$ cat config.mk
export PLATFORM = sky130hd
export DESIGN_NAME = wait_cost_calc
export DESIGN_NICKNAME = d
export VERILOG_FILES = /design/src/rtl/wsc_pkg.sv /design/src/rtl/wsc_region_rom.sv /design/src/rtl/wsc_cost_rule.sv /design/src/rtl/wait_cost_calc.sv
export SDC_FILE = /design/constraint.sdc
export NUM_CORES = 1
export LEC_CHECK = 0
export BUFFER_PORTS_ARGS = -buffer_cell sky130_fd_sc_hd__buf_4
export CORE_AREA = 2 2 39 41
export CTS_BUF_LIST = sky130_fd_sc_hd__clkbuf_2
export CTS_CLUSTER_SIZE = 24
export DETAILED_ROUTE_END_ITERATION = 10
export DIE_AREA = 0 0 41 43
export PLACE_DENSITY = 0.81
export SLEW_MARGIN = 25
export SYNTH_ARGS = -nofsm -noshare
export SYNTH_HDL_FRONTEND = slang
export SYNTH_SLANG_ARGS = --single-unit
export TNS_END_PERCENT = 30
$ cat constraint.sdc
create_clock -name clk -period 2.7 [get_ports clk]
set_clock_uncertainty 0.2 [all_clocks]
set_input_delay 0.405 -clock clk [delete_from_list [all_inputs] [get_ports clk]]
set_output_delay 0.405 -clock clk [all_outputs]
set_load 0.005 [all_outputs]
$ cat src/rtl/wsc_pkg.sv
`timescale 1ns/1ps
package wsc_pkg;

   localparam int DLY_W = 4;

   typedef enum logic [1:0] {
      BUS_W32 = 2'd0,
      BUS_W16 = 2'd1,
      BUS_W8  = 2'd2,
      BUS_INT = 2'd3
   } bus_kind_t;

   typedef struct packed {
      bus_kind_t        kind;
      logic [DLY_W-1:0] dly_s;
      logic [DLY_W-1:0] dly_n;
   } rgn_timing_t;

   function automatic rgn_timing_t mk(bus_kind_t k, int s, int n);
      rgn_timing_t e;
      e.kind  = k;
      e.dly_s = DLY_W'(s);
      e.dly_n = DLY_W'(n);
      return e;
   endfunction

   // primary CPU table
   function automatic rgn_timing_t pri_entry(int idx);
      case (idx)
         2, 3, 4, 5:                  return mk(BUS_INT, 0, 0);
         6:                           return mk(BUS_W16, 1, 8);
         9, 10, 11, 12, 13, 14, 16:   return mk(BUS_W16, 1, 4);
         17:                          return mk(BUS_W8,  1, 4);
         default:                     return mk(BUS_W32, 1, 4);
      endcase
   endfunction

   // secondary CPU table
   function automatic rgn_timing_t sec_entry(int idx);
      case (idx)
         2:                           return mk(BUS_W16, 1, 8);
         6, 7, 8, 9:                  return mk(BUS_W16, 1, 1);
         10:                          return mk(BUS_W8,  1, 1);
         default:                     return mk(BUS_W32, 1, 1);
      endcase
   endfunction

endpackage

$ cat src/rtl/wsc_region_rom.sv
`timescale 1ns/1ps
module wsc_region_rom
   import wsc_pkg::*;
#(
   parameter int NUM_RGN = 18,
   parameter int RGN_W   = 5,
   parameter bit IS_PRI  = 1'b1
) (
   input  logic [RGN_W-1:0] idx,
   output rgn_timing_t      ent,
   output logic             in_range
);

   initial begin : elab_chk
      AST_RGN_FITS: assert (NUM_RGN >= 1 && NUM_RGN < (1 << RGN_W))
         else $error("region count does not fit index width");
   end

   assign in_range = (int'(idx) < NUM_RGN);

   generate
      if (IS_PRI) begin : g_pri
         always_comb begin
            ent = in_range ? pri_entry(int'(idx)) : '0;
         end
      end else begin : g_sec
         always_comb begin
            ent = in_range ? sec_entry(int'(idx)) : '0;
         end
      end
   endgenerate

endmodule

$ cat src/rtl/wsc_cost_rule.sv
`timescale 1ns/1ps
module wsc_cost_rule
   import wsc_pkg::*;
#(
   parameter int SHIFT = 1,
   parameter int OUT_W = 8
) (
   input  rgn_timing_t      ent,
   input  logic             in_range,
   input  logic             wide,
   input  logic             seq,
   output logic [OUT_W-1:0] cost
);

   localparam int MAX_BASE = 2 * ((1 << DLY_W) - 1);

   initial begin : elab_chk
      AST_COST_FITS: assert ((MAX_BASE << SHIFT) < (1 << OUT_W))
         else $error("shifted worst-case cost overflows output");
   end

   logic [OUT_W-1:0] s_ext;
   logic [OUT_W-1:0] n_ext;
   logic [OUT_W-1:0] base;

   assign s_ext = OUT_W'(ent.dly_s);
   assign n_ext = OUT_W'(ent.dly_n);

   always_comb begin
      if (wide && ent.kind == BUS_W16) begin
         base = seq ? (s_ext + s_ext) : (n_ext + s_ext);
      end else begin
         base = seq ? s_ext : n_ext;
      end
   end

   always_comb begin
      if (!in_range) begin
         cost = '0;
      end else if (ent.kind == BUS_INT) begin
         cost = OUT_W'(1);
      end else begin
         cost = base << SHIFT;
      end
   end

endmodule

$ cat src/rtl/wait_cost_calc.sv
`timescale 1ns/1ps
module wait_cost_calc
   import wsc_pkg::*;
#(
   parameter int NUM_RGN_PRI = 18,
   parameter int NUM_RGN_SEC = 11,
   parameter int RGN_W       = 5,
   parameter int CLK_SHIFT   = 1,
   parameter int OUT_W       = 8
) (
   input  logic             clk,
   input  logic             rst_n,
   input  logic             req_valid,
   input  logic             req_cpu,
   input  logic [RGN_W-1:0] req_region,
   input  logic             req_wide,
   input  logic             req_seq,
   output logic             rsp_valid,
   output logic [OUT_W-1:0] rsp_cycles
);

   localparam int NUM_CPU = 2;

   initial begin : elab_chk
      AST_SHIFT_RANGE: assert (CLK_SHIFT >= 0 && CLK_SHIFT <= 3)
         else $error("clock shift out of range");
   end

   logic [OUT_W-1:0] cost_by_cpu [NUM_CPU];
   logic             rng_by_cpu  [NUM_CPU];

   generate
      for (genvar c = 0; c < NUM_CPU; c++) begin : g_cpu
         rgn_timing_t ent;
         wsc_region_rom #(
            .NUM_RGN (c == 0 ? NUM_RGN_PRI : NUM_RGN_SEC),
            .RGN_W   (RGN_W),
            .IS_PRI  (c == 0)
         ) u_rom (
            .idx      (req_region),
            .ent      (ent),
            .in_range (rng_by_cpu[c])
         );
         wsc_cost_rule #(
            .SHIFT (c == 0 ? CLK_SHIFT : 0),
            .OUT_W (OUT_W)
         ) u_rule (
            .ent      (ent),
            .in_range (rng_by_cpu[c]),
            .wide     (req_wide),
            .seq      (req_seq),
            .cost     (cost_by_cpu[c])
         );
      end
   endgenerate

   logic             sel_in_range;
   logic [OUT_W-1:0] sel_cost;

   assign sel_in_range = rng_by_cpu[req_cpu];
   assign sel_cost     = cost_by_cpu[req_cpu];

   always_ff @(posedge clk) begin
      if (!rst_n) begin
         rsp_valid  <= 1'b0;
         rsp_cycles <= '0;
      end else begin
         rsp_valid <= req_valid;
         if (req_valid) begin
            rsp_cycles <= sel_cost;
         end
      end
   end

   AST_RSP_FOLLOWS_REQ: assert property (@(posedge clk) disable iff (!rst_n)
      req_valid |=> rsp_valid);

   AST_IDLE_HOLDS: assert property (@(posedge clk) disable iff (!rst_n)
      !req_valid |=> (!rsp_valid && $stable(rsp_cycles)));

   AST_SENTINEL_ZERO: assert property (@(posedge clk) disable iff (!rst_n)
      (rsp_valid && !$past(sel_in_range)) |-> (rsp_cycles == '0));

   AST_REAL_RGN_NONZERO: assert property (@(posedge clk) disable iff (!rst_n)
      (rsp_valid && $past(sel_in_range)) |-> (rsp_cycles != '0));

endmodule

Word level (Yosys, flattened, before mapping)
Memory sizes are Yosys's and may differ from the RTL's.
Cells that the tools add are included.
Widths: inputs -> output; s select.
{ "totals": {"ff_bits": 9, "romBits": 160, "in_bits": 11, "output_inout_bits": 9, "elab_cells": 40, "memories": 1} }
{ "op_classes": {"n_addsub": 4, "magnitude_cmp": 3, "eq_ne": 10, "mux": 16, "bitwise": 1, "n_reduce_logical": 3} }
{ "memory_table": {"columns": ["name", "depth", "word_bits", "rd", "rd_ports_with_merged_regs", "write_ports", "line", "rtl"], "rows": [
  ["(no name shown)", 32, 5, 1, 0, 0, "wsc_pkg.sv:29", "case (idx)"]
]} }
{ "op_table": {"columns": ["operator", "count"], "rows": [
  ["$mux 8", 9],
  ["$pmux 10 s3", 1],
  ["$add 4x4->5", 4],
  ["$mux 10", 2],
  ["$eq 5x4->1 const B", 3],
  ["$mux 7", 2],
  ["$eq 5x3->1 const B", 2],
  ["$mux 4", 2],
  ["$eq 5x2->1 const B", 1],
  ["$lt 5x4->1 const B", 1],
  ["$lt 5x5->1 const B", 1],
  ["$eq 2x1->1 const B", 2],
  ["$eq 2x2->1 const B", 2],
  ["$reduce_or 4->1", 1],
  ["$ge 2x2->1 const B", 1],
  ["$logic_and 1x1->1", 2],
  ["$not 1->2", 1]
]} }

Logic depth before layout (Yosys ltp)
{ "depth": {"ltp_word": 12, "depth_mapped": 10, "ltp_nobuf": 10} }

Hierarchy
Synthesis repeated with hierarchy kept, for this count alone.
{ "hier_totals": {"cells_unflattened": 165, "hier_area_um2": 1262.5} }
{ "by_module_without_submodules": {"columns": ["mod", "n_inst", "cells_per_inst", "area_each_um2", "seq_area_each_um2"], "rows": [
  ["wait_cost_calc", 1, 36, 374.1, 180.2],
  ["wsc_cost_rule at g_cpu[1].u_rule", 1, 42, 311.5, 0.0],
  ["wsc_cost_rule at g_cpu[0].u_rule", 1, 42, 305.3, 0.0],
  ["wsc_region_rom at g_cpu[0].u_rom", 1, 25, 155.1, 0.0],
  ["wsc_region_rom at g_cpu[1].u_rom", 1, 20, 116.4, 0.0]
]} }

Least setup slack after synthesis
OpenSTA, ideal clock, no wires.
{ "synth_timing": {"path_kind": "input-to-reg", "start": "input port req_region[3]", "end": "register rsp_cycles[0]", "setup_time_ns": 0.126, "t_arrival_ns": 2.069, "required_ns": 2.374, "setup_slack_ns": 0.305, "cell_stages": 8, "path_buffers": 1, "path_cell_list": "buf_6 or4b_4 nor3_4 nor2b_1 ha_1 or3_1 a31oi_1 o31ai_1"} }
{ "synth_between": {"elab_chain_len": 12, "word_cells_on_any_way": 29, "cone_classes": "add/sub (2); order compare (2); eq/ne (9); mux (13); reduce/logical (2); memory (1)"} }
{ "synth_lines": {"columns": ["element", "line", "rtl"], "rows": [
  ["start: declaration", "wait_cost_calc.sv:15", "input logic [RGN_W-1:0] req_region,"],
  ["$eq 5x3->1 or $eq 5x4->1 (tied branches)", "wsc_pkg.sv:40", "case (idx)"],
  ["$reduce_or 4->1", "wsc_pkg.sv:40", null],
  ["$pmux 10 s3", "wsc_pkg.sv:40", null],
  ["$mux 10", "wsc_region_rom.sv:28", "ent = in_range ? sec_entry(int'(idx)) : '0;"],
  ["$add 4x4->5 or $eq 2x1->1 (tied branches)", "wsc_cost_rule.sv:31, wsc_cost_rule.sv:30", null],
  ["$mux 8 or $logic_and 1x1->1 (tied branches)", "wsc_cost_rule.sv:31, wsc_cost_rule.sv:30", null],
  ["$mux 8", "wsc_cost_rule.sv:30", "if (wide && ent.kind == BUS_W16) begin"],
  ["$mux 8", "wsc_cost_rule.sv:40", "end else if (ent.kind == BUS_INT) begin"],
  ["$mux 8", "wsc_cost_rule.sv:38", "if (!in_range) begin"],
  ["$mux 8 (implied by the code) * (3 in a row)", "wait_cost_calc.sv:61", "assign sel_cost = cost_by_cpu[req_cpu];"],
  ["end signal: assignment", "wait_cost_calc.sv:70", "rsp_cycles <= sel_cost;"],
  ["end: declaration", "wait_cost_calc.sv:19", "output logic [OUT_W-1:0] rsp_cycles"]
]} }
Every way passes the cells marked *; elsewhere a longest branch is shown, timed or not. The select of a mux whose other input is x is not followed.
A chain may end at the register's enable or synchronous reset.

Worst setup path in the final report
{ "layout_timing": {"start": "input port req_region[0]", "end": "register rsp_cycles[0]"} }
The elaborated chain is that of the path after synthesis.

==> run summary <==
GLOBAL ROUTE
--------------------------------------------------------------------------------
Wire length of the first global-routing pass                             1860 um
Number of antenna violations at the first check in global routing              0
Overflow left after global routing                                             0
Maximum number of pins on one net before global-route repair                  13
Vias in the first global route                                               454
GRT Total Usage                                                            14.8%

FLOORPLANNING
--------------------------------------------------------------------------------
Standard-cell row count                                                       14
Overall die area                                                       1760 um^2
Die H                                                                      43 um
Count of pins on the block boundary                                           20
Width of the chip                                                          41 um
Effective utilization at floorplan                                         41.1%
Core area                                                              1380 um^2

RUN STATUS
--------------------------------------------------------------------------------
Run status                                                          finished, final reports clean

TIMING
--------------------------------------------------------------------------------
F_max                                                                    434 MHz
Total setup violations reported at the end of the flow                         0
Final cycle utilization of the critical path                               85.3%
Accumulated negative setup slack                                            0 ns
Unrepaired setup endpoints after global routing                               no
Count of final hold-check violations                                           0
Slew Limit Fails                                                               0
Minimum clock period after layout                                        2.30 ns

YOSYS
--------------------------------------------------------------------------------
Complex-gate fraction of the synthesized area                              27.3%
Synthesis-stage register bit count                                             6
Area share of and/or/nand/nor cells after synthesis                        31.4%
Async set or reset register ratio after synthesis                             0%
Syn_area_per_cell                                                      7.80 um^2
Area fraction of the dominant cell type after synthesis                    21.1%
Leading register cell type out of synthesis                         sky130_fd_sc_hd__dfxtp_1
Cell types with the highest counts after synthesis                  7 x sky130_fd_sc_hd__inv_1, 6 x sky130_fd_sc_hd__dfxtp_1, 6 x sky130_fd_sc_hd__nand2_1
Sequential cell area fraction in the yosys report                          21.1%
Unique cell type count in the Yosys netlist                                   37
Area of the mapped netlist                                              569 um^2
Number of enable flip-flop cells after synthesis                               0
Portion of netlist area occupied by mux cells                                 0%
Combinational family with the most area after synthesis             simple AND/OR/NAND/NOR gates
Cell with the most instances after synthesis                        sky130_fd_sc_hd__inv_1
Synth top area cells                                                sky130_fd_sc_hd__dfxtp_1 21%, sky130_fd_sc_hd__ha_1 6.6%, sky130_fd_sc_hd__inv_1 4.6%, sky130_fd_sc_hd__buf_4 4.0%, sky130_fd_sc_hd__nand2_1 4.0%
Synthesized-area fraction occupied by xor and xnor cells                   1.54%
Cells after Synth                                                             73
Synthesis warning total                                                        0
Adder-cell share of the synthesized area                                   6.59%
Post-synthesis cell type with the largest combined area             sky130_fd_sc_hd__dfxtp_1

CLOCK TREE
--------------------------------------------------------------------------------
Post-cts gate resize count                                                     0
CTS hold repair buffers                                                        0
Clock network latency to the later pin of the worst-skew pair            0.23 ns
TritonCTS Buffers                                                              3
Buffer count from post-CTS setup fixing                                        0
Clk slew on worst S/H paths                                              0.05 ns
Clock sink total                                                               6
Max H-tree Level                                                               1
Clock tree from TritonCTS                                                   done
Buffer type at the clock tree root                                  sky130_fd_sc_hd__clkbuf_2
Buffer depth of the longest clock path                                         2

CELLS AND AREA
--------------------------------------------------------------------------------
Final Cell Area                                                         701 um^2
Number of antenna cells inserted                                               0
Count of filler cells inserted in the layout                                 142
Share of cells above drive strength 1                                      27.8%
Total Nets Final                                                             106
Area Overhead vs Synth                                                     23.1%

PLACE
--------------------------------------------------------------------------------
Port bufs                                                                     16
Post-detailed-placement half-perimeter wirelength                         984 um
Cell area after placement                                               686 um^2
Placer's final routability congestion estimate                             0.764

CRITICAL PATH
--------------------------------------------------------------------------------
CP Class                                                               in -> reg
Required time of the critical path                                       2.61 ns
Slack of the worst reg-to-reg path                                       1.81 ns
Kind of end point of the critical path                                      flop
CP Launch Type                                                      primary input
Origin of the worst setup path                                      req_region[0]
CP Capture Point                                                    rsp_cycles[0]$_SDFFE_PN0P_
CP Cell Sequence                                                    buf_4, or4b_4, nor3_4, nor2b_1, ha_1, or3_1, a31oi_1, o31ai_1
Delay of the slowest cell on the worst path                              0.55 ns
Logic depth of the worst register-to-register path                             2
Endpoint of the worst register-to-register path                     rsp_cycles[1]$_SDFFE_PN0P_
Cell with the biggest individual delay on the critical path         sky130_fd_sc_hd__or4b_4
Largest fanout of any net on the critical path                                 8
Startpoint of the most critical register-to-register path           rsp_cycles[1]$_SDFFE_PN0P_
Arrival time of the worst setup path                                     2.21 ns

PWR
--------------------------------------------------------------------------------
Internal power                                                            157 uW
Fraction of power consumed by sequential logic                             41.1%
NetSw                                                                    71.7 uW
Power per Cell Area                                                  327 nW/um^2
Max rail drop VDD                                                        98.9 uV
Fraction of power consumed by the clock network                            27.3%
Net switching fraction of the power                                        31.3%
Logic gate share of total power                                            31.6%
Leakage power figure                                                    0.318 nW

ROUTING
--------------------------------------------------------------------------------
Via count                                                                    551
Post-DRT Antenna Nets                                                          0
Initial detailed-routing violation count                                       5
Post-route DRC violation count                                                 0
Wire length per cell after detailed routing                              11.0 um
Pre-antenna DRT Iters                                                          4
Via-per-instance ratio                                                      5.20
Wirelength, routed                                                       1160 um

MIN PATH
--------------------------------------------------------------------------------
Hold/Removal Path Class                                                in -> reg
Hold_sp                                                                    rst_n
Hold-critical path depth                                                       3

FLOW RUN
--------------------------------------------------------------------------------
Reported max-cap violation count                                               0

-- per-layer routing --
metal  vias up  routed length (um)  global-route usage (%)
met5         -                   0                       0
met1       234                 508                    19.8
met3         3                  88                    1.57
met4         0                  20                    6.00
li1        294                   -                       -
met2        20                 544                    23.1
-- stage by stage --
step	instances	util, %	setup slack [ns]	hold slack (ns)	total power [mW]
finish	106	50.6	0.396	0.244	0.229
global route	106	50.6	0.281	0.253	0.244
CTS	106	50.6	0.387	0.247	0.231
detailed placement	103	49.5	0.148	0.259	0.169
global placement	103	49.5	0.202	0.248	0.166
floorplan	75	-	0.305	0.255	0.141
-- worst min-delay path by stage --
| stage | endpoint |
|---|---|
| after CTS | rsp_valid$_SDFF_PN0_ |
| after floorplan | rsp_cycles[4]$_SDFFE_PN0P_ |
| final | rsp_valid$_SDFF_PN0_ |
| after global placement | rsp_cycles[4]$_SDFFE_PN0P_ |
| after global routing | rsp_valid$_SDFF_PN0_ |
| after detailed placement | rsp_cycles[2]$_SDFFE_PN0P_ |
-- final cells by class --
type | count | area (um^2) | area share, %
clock buffer | 3 | 15.0 | 2.14
inverter | 7 | 26.3 | 3.75
multi-input combinational | 57 | 392 | 55.9
sequential | 6 | 120 | 17.1
tap | 16 | 20.0 | 2.86
timing repair buffer | 17 | 128 | 18.2
-- worst max-delay path: cells and delay by family --
family                   cells  cell delay, ns
buffers and inverters        1            0.13
adder cells (fa/ha/maj)      1            0.29
AND/OR/NAND/NOR              4            1.13
AO/OA/AOI/OAI                2            0.24
-- flip-flops by register name (all words and copies together), names as in the netlist --
| register | cells |
|---|---|
| rsp_valid | 1 |
| rsp_cycles | 5 |
-- layout by cell type, fill, tap and decap left out, types with 2 or more instances in the layout --
| cell type | n |
|---|---|
| sky130_fd_sc_hd__nand2_1 | 6 |
| sky130_fd_sc_hd__or3_1 | 2 |
| sky130_fd_sc_hd__inv_1 | 7 |
| sky130_fd_sc_hd__clkbuf_2 | 3 |
| sky130_fd_sc_hd__a21boi_1 | 2 |
| sky130_fd_sc_hd__nor2_1 | 2 |
| sky130_fd_sc_hd__nor2b_1 | 3 |
| sky130_fd_sc_hd__ha_1 | 3 |
| sky130_fd_sc_hd__a31oi_1 | 2 |
| sky130_fd_sc_hd__nor3_1 | 2 |
| sky130_fd_sc_hd__and3_1 | 2 |
| sky130_fd_sc_hd__o21ai_0 | 3 |
| sky130_fd_sc_hd__dfxtp_1 | 6 |
| sky130_fd_sc_hd__conb_1 | 3 |
| sky130_fd_sc_hd__nand3b_1 | 2 |
| sky130_fd_sc_hd__buf_4 | 17 |
| sky130_fd_sc_hd__nand2b_1 | 3 |
| sky130_fd_sc_hd__nand3_1 | 2 |
| sky130_fd_sc_hd__a21oi_1 | 3 |
-- kinds of logic after synthesis --
| group | count (synthesis) |
|---|---|
| other cells | 1 |
| buf+inv | 12 |
| flops | 6 |
| compound gates | 21 |
| fa+ha+maj | 3 |
| simple gates | 29 |
| xor+xnor | 1 |
-- power groups by stage --
stage / Clock (mW) / Combinational (mW) / Sequential [mW]
4_1_cts: 0.0640 / 0.0732 / 0.0942
5_1_grt: 0.0683 / 0.0812 / 0.0947
2_1_floorplan: 0 / 0.0446 / 0.0964
6_report: 0.0625 / 0.0725 / 0.0942
3_5_place_dp: 0 / 0.0729 / 0.0961
3_3_place_gp: 0 / 0.0705 / 0.0959
Note: power is estimated with default switching activity, not from simulation.
